File: src/rtl/excp_entry_ctl.sv
module excp_entry_ctl #(
  parameter int          AW    = 32,
  parameter int          SYNC  = 2,
  parameter logic [AW-1:0] F_VEC = 'h1C,
  parameter logic [AW-1:0] N_VEC = 'h18
) (
  input  logic          clk,
  input  logic          rst_n,
  input  logic          nrm_req_n,
  input  logic          fst_req_n,
  input  logic          take_ok,
  input  logic [AW-1:0] pc_in,
  input  logic          mask_we,
  input  logic [1:0]    mask_wdata,
  input  logic          eret,
  output logic          take,
  output logic [AW-1:0] vec_addr,
  output logic [4:0]    mode,
  output logic          nmask,
  output logic          fmask,
  output logic [AW-1:0] link,
  output logic          saved_we,
  output logic [7:0]    saved_stat,
  output logic          ret_valid,
  output logic [AW-1:0] ret_pc
);
  localparam logic [4:0] M_USR = 5'b10000;
  localparam logic [4:0] M_FST = 5'b10001;
  localparam logic [4:0] M_NRM = 5'b10010;

  logic [SYNC-1:0] f_sy, n_sy;
  logic [6:0]      bank_f, bank_n;
  logic [AW-1:0]   lnk_f, lnk_n;

  wire f_pend = ~f_sy[SYNC-1];
  wire n_pend = ~n_sy[SYNC-1];
  wire in_f   = (mode == M_FST);
  wire in_n   = (mode == M_NRM);
  wire do_ret = eret & (in_f | in_n);
  wire take_f = take_ok & f_pend & ~fmask;
  wire take_n = take_ok & n_pend & ~nmask & ~take_f;
  wire [6:0]    cur_st = {nmask, fmask, mode};
  wire [6:0]    rst_st = in_f ? bank_f : bank_n;
  wire [AW-1:0] rst_lk = in_f ? lnk_f : lnk_n;

  always_ff @(posedge clk or negedge rst_n) begin
    if (!rst_n) begin
      f_sy <= '1;
      n_sy <= '1;
    end else begin
      f_sy <= {f_sy[SYNC-2:0], fst_req_n};
      n_sy <= {n_sy[SYNC-2:0], nrm_req_n};
    end
  end

  always_ff @(posedge clk or negedge rst_n) begin
    if (!rst_n) begin
      mode       <= M_USR;
      nmask      <= 1'b1;
      fmask      <= 1'b1;
      take       <= 1'b0;
      saved_we   <= 1'b0;
      ret_valid  <= 1'b0;
      vec_addr   <= '0;
      link       <= '0;
      saved_stat <= '0;
      ret_pc     <= '0;
      bank_f     <= '0;
      bank_n     <= '0;
      lnk_f      <= '0;
      lnk_n      <= '0;
    end else begin
      take      <= 1'b0;
      saved_we  <= 1'b0;
      ret_valid <= 1'b0;
      if (do_ret) begin
        nmask     <= rst_st[6];
        fmask     <= rst_st[5];
        mode      <= rst_st[4:0];
        ret_pc    <= rst_lk - AW'(4);
        ret_valid <= 1'b1;
      end else if (take_f) begin
        bank_f     <= cur_st;
        lnk_f      <= pc_in + AW'(4);
        link       <= pc_in + AW'(4);
        saved_stat <= {nmask, fmask, 1'b0, mode};
        saved_we   <= 1'b1;
        take       <= 1'b1;
        vec_addr   <= F_VEC;
        mode       <= M_FST;
        nmask      <= 1'b1;
        fmask      <= 1'b1;
      end else if (take_n) begin
        bank_n     <= cur_st;
        lnk_n      <= pc_in + AW'(4);
        link       <= pc_in + AW'(4);
        saved_stat <= {nmask, fmask, 1'b0, mode};
        saved_we   <= 1'b1;
        take       <= 1'b1;
        vec_addr   <= N_VEC;
        mode       <= M_NRM;
        nmask      <= 1'b1;
      end else if (mask_we) begin
        fmask <= mask_wdata[1];
        nmask <= mask_wdata[0];
      end
    end
  end
endmodule


File: config.mk
export PLATFORM = sky130hd
export DESIGN_NAME = excp_entry_ctl
export DESIGN_NICKNAME = d
export VERILOG_FILES = /design/src/rtl/excp_entry_ctl.sv
export SDC_FILE = /design/constraint.sdc
export NUM_CORES = 1
export LEC_CHECK = 0
export BUFFER_PORTS_ARGS = -buffer_cell sky130_fd_sc_hd__buf_2
export CAP_MARGIN = 40
export CORE_MARGIN = 1.5
export CORE_UTILIZATION = 35
export CTS_CLUSTER_DIAMETER = 80
export DETAILED_ROUTE_END_ITERATION = 6
export PLACE_DENSITY = 0.51
export SETUP_SLACK_MARGIN = 0.5
export SLEW_MARGIN = 15
export SYNTH_ARGS = -nofsm -noshare
export SYNTH_HDL_FRONTEND = slang
export SYNTH_SLANG_ARGS = --single-unit
export TNS_END_PERCENT = 50
File: constraint.sdc
create_clock -name clk -period 10.3 [get_ports clk]
set_input_delay 2.06 -clock clk [delete_from_list [all_inputs] [get_ports clk]]
set_output_delay 2.06 -clock clk [all_outputs]
set_load 0.01 [all_outputs]
==> flow_summary.json <==
{
  "status": "finished clean",
  "switchingPower_mw": 1.17,
  "synth.distinct_cells": 57,
  "ys_seq_area_share_pct": 51.8,
  "vias_per_cell": 4.90,
  "area_growth_pct": 17.7,
  "grt_pass1_vias": 5868,
  "drv_slew": 0,
  "pwr-share-seq_pct": 39.6,
  "power.internal_mw": 1.80,
  "required_ns": 10.59,
  "clock_sinks": 164,
  "netSwitchingFraction_pct": 39.4,
  "cp_num_buf_inv": 1,
  "ioPinCount": 155,
  "cts_buffers": 17,
  "cts_max_level": 4,
  "drt_iter0_drc": 353,
  "synth_top_cell_area_share_pct": 49.5,
  "ys_seq_elements": 164,
  "post_dp_cell_area_um2": 8710,
  "multiInputGateArea_um2": 3510,
  "avgSynthCellArea_um2": 9.43,
  "final_cell_area_um2": 9340,
  "drt_pass1_iterations": 5,
  "finalCritPeriodShare_pct": 39.7,
  "gp_congestion": 0.767,
  "clockBufferDepth": 2,
  "hpwlAfterDp_mm": 14.5,
  "setup_tns_ns": 0,
  "track_usage_pct": 17.7,
  "root_buffer": "clkbuf_16",
  "max_stage_delay_ns": 0.60,
  "worst_pin_slew_ns": 0.809,
  "cts_tree": "yes",
  "max_freq_mhz": 244,
  "worstSetupEndpointType": "flip-flop",
  "totalWireLength_mm": 20.2,
  "arrival_ns": 4.38,
  "seqCellArea_um2": 4110,
  "nFillCells": 2229,
  "rrSetupSlack_ns": 6.21,
  "start_util_pct": 36.0,
  "grt_overflow": 0,
  "synth_top_area_cell": "dfrtp_1",
  "period_minus_slack_ns": 4.09,
  "synth_common_cells": "dfrtp_1, nand2_1, nor2_1",
  "drcViolationCount": 0,
  "die_h_um": 154,
  "netlist_area_um2": 7940,
  "diodes": 0,
  "final_nets": 992,
  "cts_setup_buffers": 0,
  "insertion_delay_ns": 0.43,
  "vias": 6084,
  "skew_ns": 0.00650,
  "p_clk_share_pct": 22.9,
  "yosysWarningCount": 0,
  "grt_max_degree": 83,
  "finalSetupViolations": 0,
  "drv_cap": 0,
  "synth-main-ff-cell": "dfrtp_1",
  "synth_edf_count": 0,
  "p_leak_nw": 4.26,
  "path_delay_family": "simple AND/OR/NAND/NOR gates",
  "post_drt_wl_per_cell_um": 16.3,
  "hp-class": "reg -> reg",
  "core_area_um2": 22000,
  "path_clk_slew_ns": 0.06,
  "io_buffers": 124,
  "dieArea_um2": 23600,
  "critical_path_class": "reg -> reg",
  "die_x_um": 154,
  "slew_headroom_pct": 46.0,
  "synthTopCellsByArea": "dfrtp_1, nand2_1, a21oi_1",
  "rows": 54,
  "rsz0062_at_grt": "no",
  "grt_pass1_wl_mm": 32.8,
  "finalHoldViolations": 0,
  "cpMaxStageDelayCell": "dfstp_2",
  "yosysMostFrequentCell": "dfrtp_1",
  "combPwrFrac_pct": 37.6,
  "pwr_density_cell_nw_per_um2": 318,
  "synthArstFlopShare_pct": 100,
  "cts_resized": 0,
  "synthCells": 842,
  "peakVddDrop_v": 0.000129,
  "crit_fanout": 39,
  "hold_buffers": 0,
  "crit_chain": "or3b_1 -> nor2_4 -> buf_4 -> nor2_1 -> a21oi_1 -> ha_1 -> nor4bb_1 -> mux2_2 -> a21boi_0 -> xor2_1 -> o21ai_0",
  "drive_above_1_share_pct": 20.0,
  "crit_path_start_kind": "flip-flop",
  "antenna_found_initial": 0,
  "ant_nets": 0
}
## cells in the final DEF (no fill, tap or decap), types with 4 or more instances in the layout
master     instances
nor2_1            85
bufinv_16          4
a21oi_1           64
conb_1            30
and3_1             8
buf_4              7
dfstp_2            7
or3_1              7
clkbuf_16         17
buf_2            123
mux2_2            10
o31ai_1            4
o21ai_0           62
nor3_1             9
and4_1             4
nand4_1           17
nor4_1            11
dfrtp_1          157
xor2_1            31
nand3_1           19
xnor2_1           28
o21ai_1            5
mux2i_1           27
nand2_1          155
or4_1              4
## state kept, by name, summed over array words and instances, names as in the netlist
name,flops
link,32
bank_n,7
fmask,1
ret_valid,1
saved_stat,7
f_sy,2
n_sy,2
lnk_n,32
saved_we,1
bank_f,7
nmask,1
ret_pc,32
mode,5
lnk_f,32
vec_addr,2
## final timing paths
check,depth (start not counted),to,from
min in group asynchronous,1,bank_f[5],rst_n
worst max register to register,11,ret_pc[12],mode[4]
max in group asynchronous,2,ret_pc[26],rst_n
worst min register to register,0,f_sy[1],f_sy[0]
worst min-delay path,0,f_sy[1],f_sy[0]
worst max-delay path,11,ret_pc[12],mode[4]
## metal layers
layer	part of all wire, %	global-route usage (%)	wire length (um)
met1	53	27.9	10800
met2	39	23.6	7930
met3	6.1	3.86	1240
met4	1.2	5.69	244
met5	0	0	0
## cell type report
type | count | share of cell area, %
multi-input cells | 629 | 37.5
flip-flops and latches | 164 | 44.0
inverters | 4 | 0.161
clock inverters | 9 | 1.62
clock buffers | 23 | 5.12
repair buffers | 133 | 7.78
well taps | 280 | 3.75
## stage by stage
stage / std cells / hold WS [ns] / worst slack, ns / utilization, % / power, mW
after floorplan: 871 / 0.345 / 6.82 / - / 1.88
after global placement: 1208 / 0.348 / 5.66 / 39.3 / 2.29
after detailed placement: 1210 / 0.349 / 5.80 / 39.6 / 2.31
after CTS: 1242 / 0.358 / 6.17 / 42.4 / 3.01
after global routing: 1242 / 0.359 / 5.86 / 42.4 / 3.20
final: 1242 / 0.356 / 6.21 / 42.4 / 2.97
## logic make-up (layout without fill, tap and decap cells)
family | after synthesis | in the layout | synth area share [%]
compound gates | 161 | 161 | 11.6
xor+xnor | 59 | 59 | 6.51
fa+ha+maj | 2 | 2 | 0.315
buf+inv | 78 | 169 | 5.55
flops | 164 | 164 | 51.8
mux | 37 | 37 | 4.82
other cells | 1 | 30 | 0.0473
simple gates | 340 | 340 | 19.3
## power groups by stage
stage / clock network [mW] / registers [mW] / logic [mW]
3_3_place_gp: 0 / 1.19 / 1.10
3_5_place_dp: 0 / 1.18 / 1.13
2_1_floorplan: 0 / 1.18 / 0.701
6_report: 0.680 / 1.18 / 1.12
4_1_cts: 0.696 / 1.18 / 1.13
5_1_grt: 0.722 / 1.22 / 1.26
Note: power is estimated with default switching activity, not from simulation.
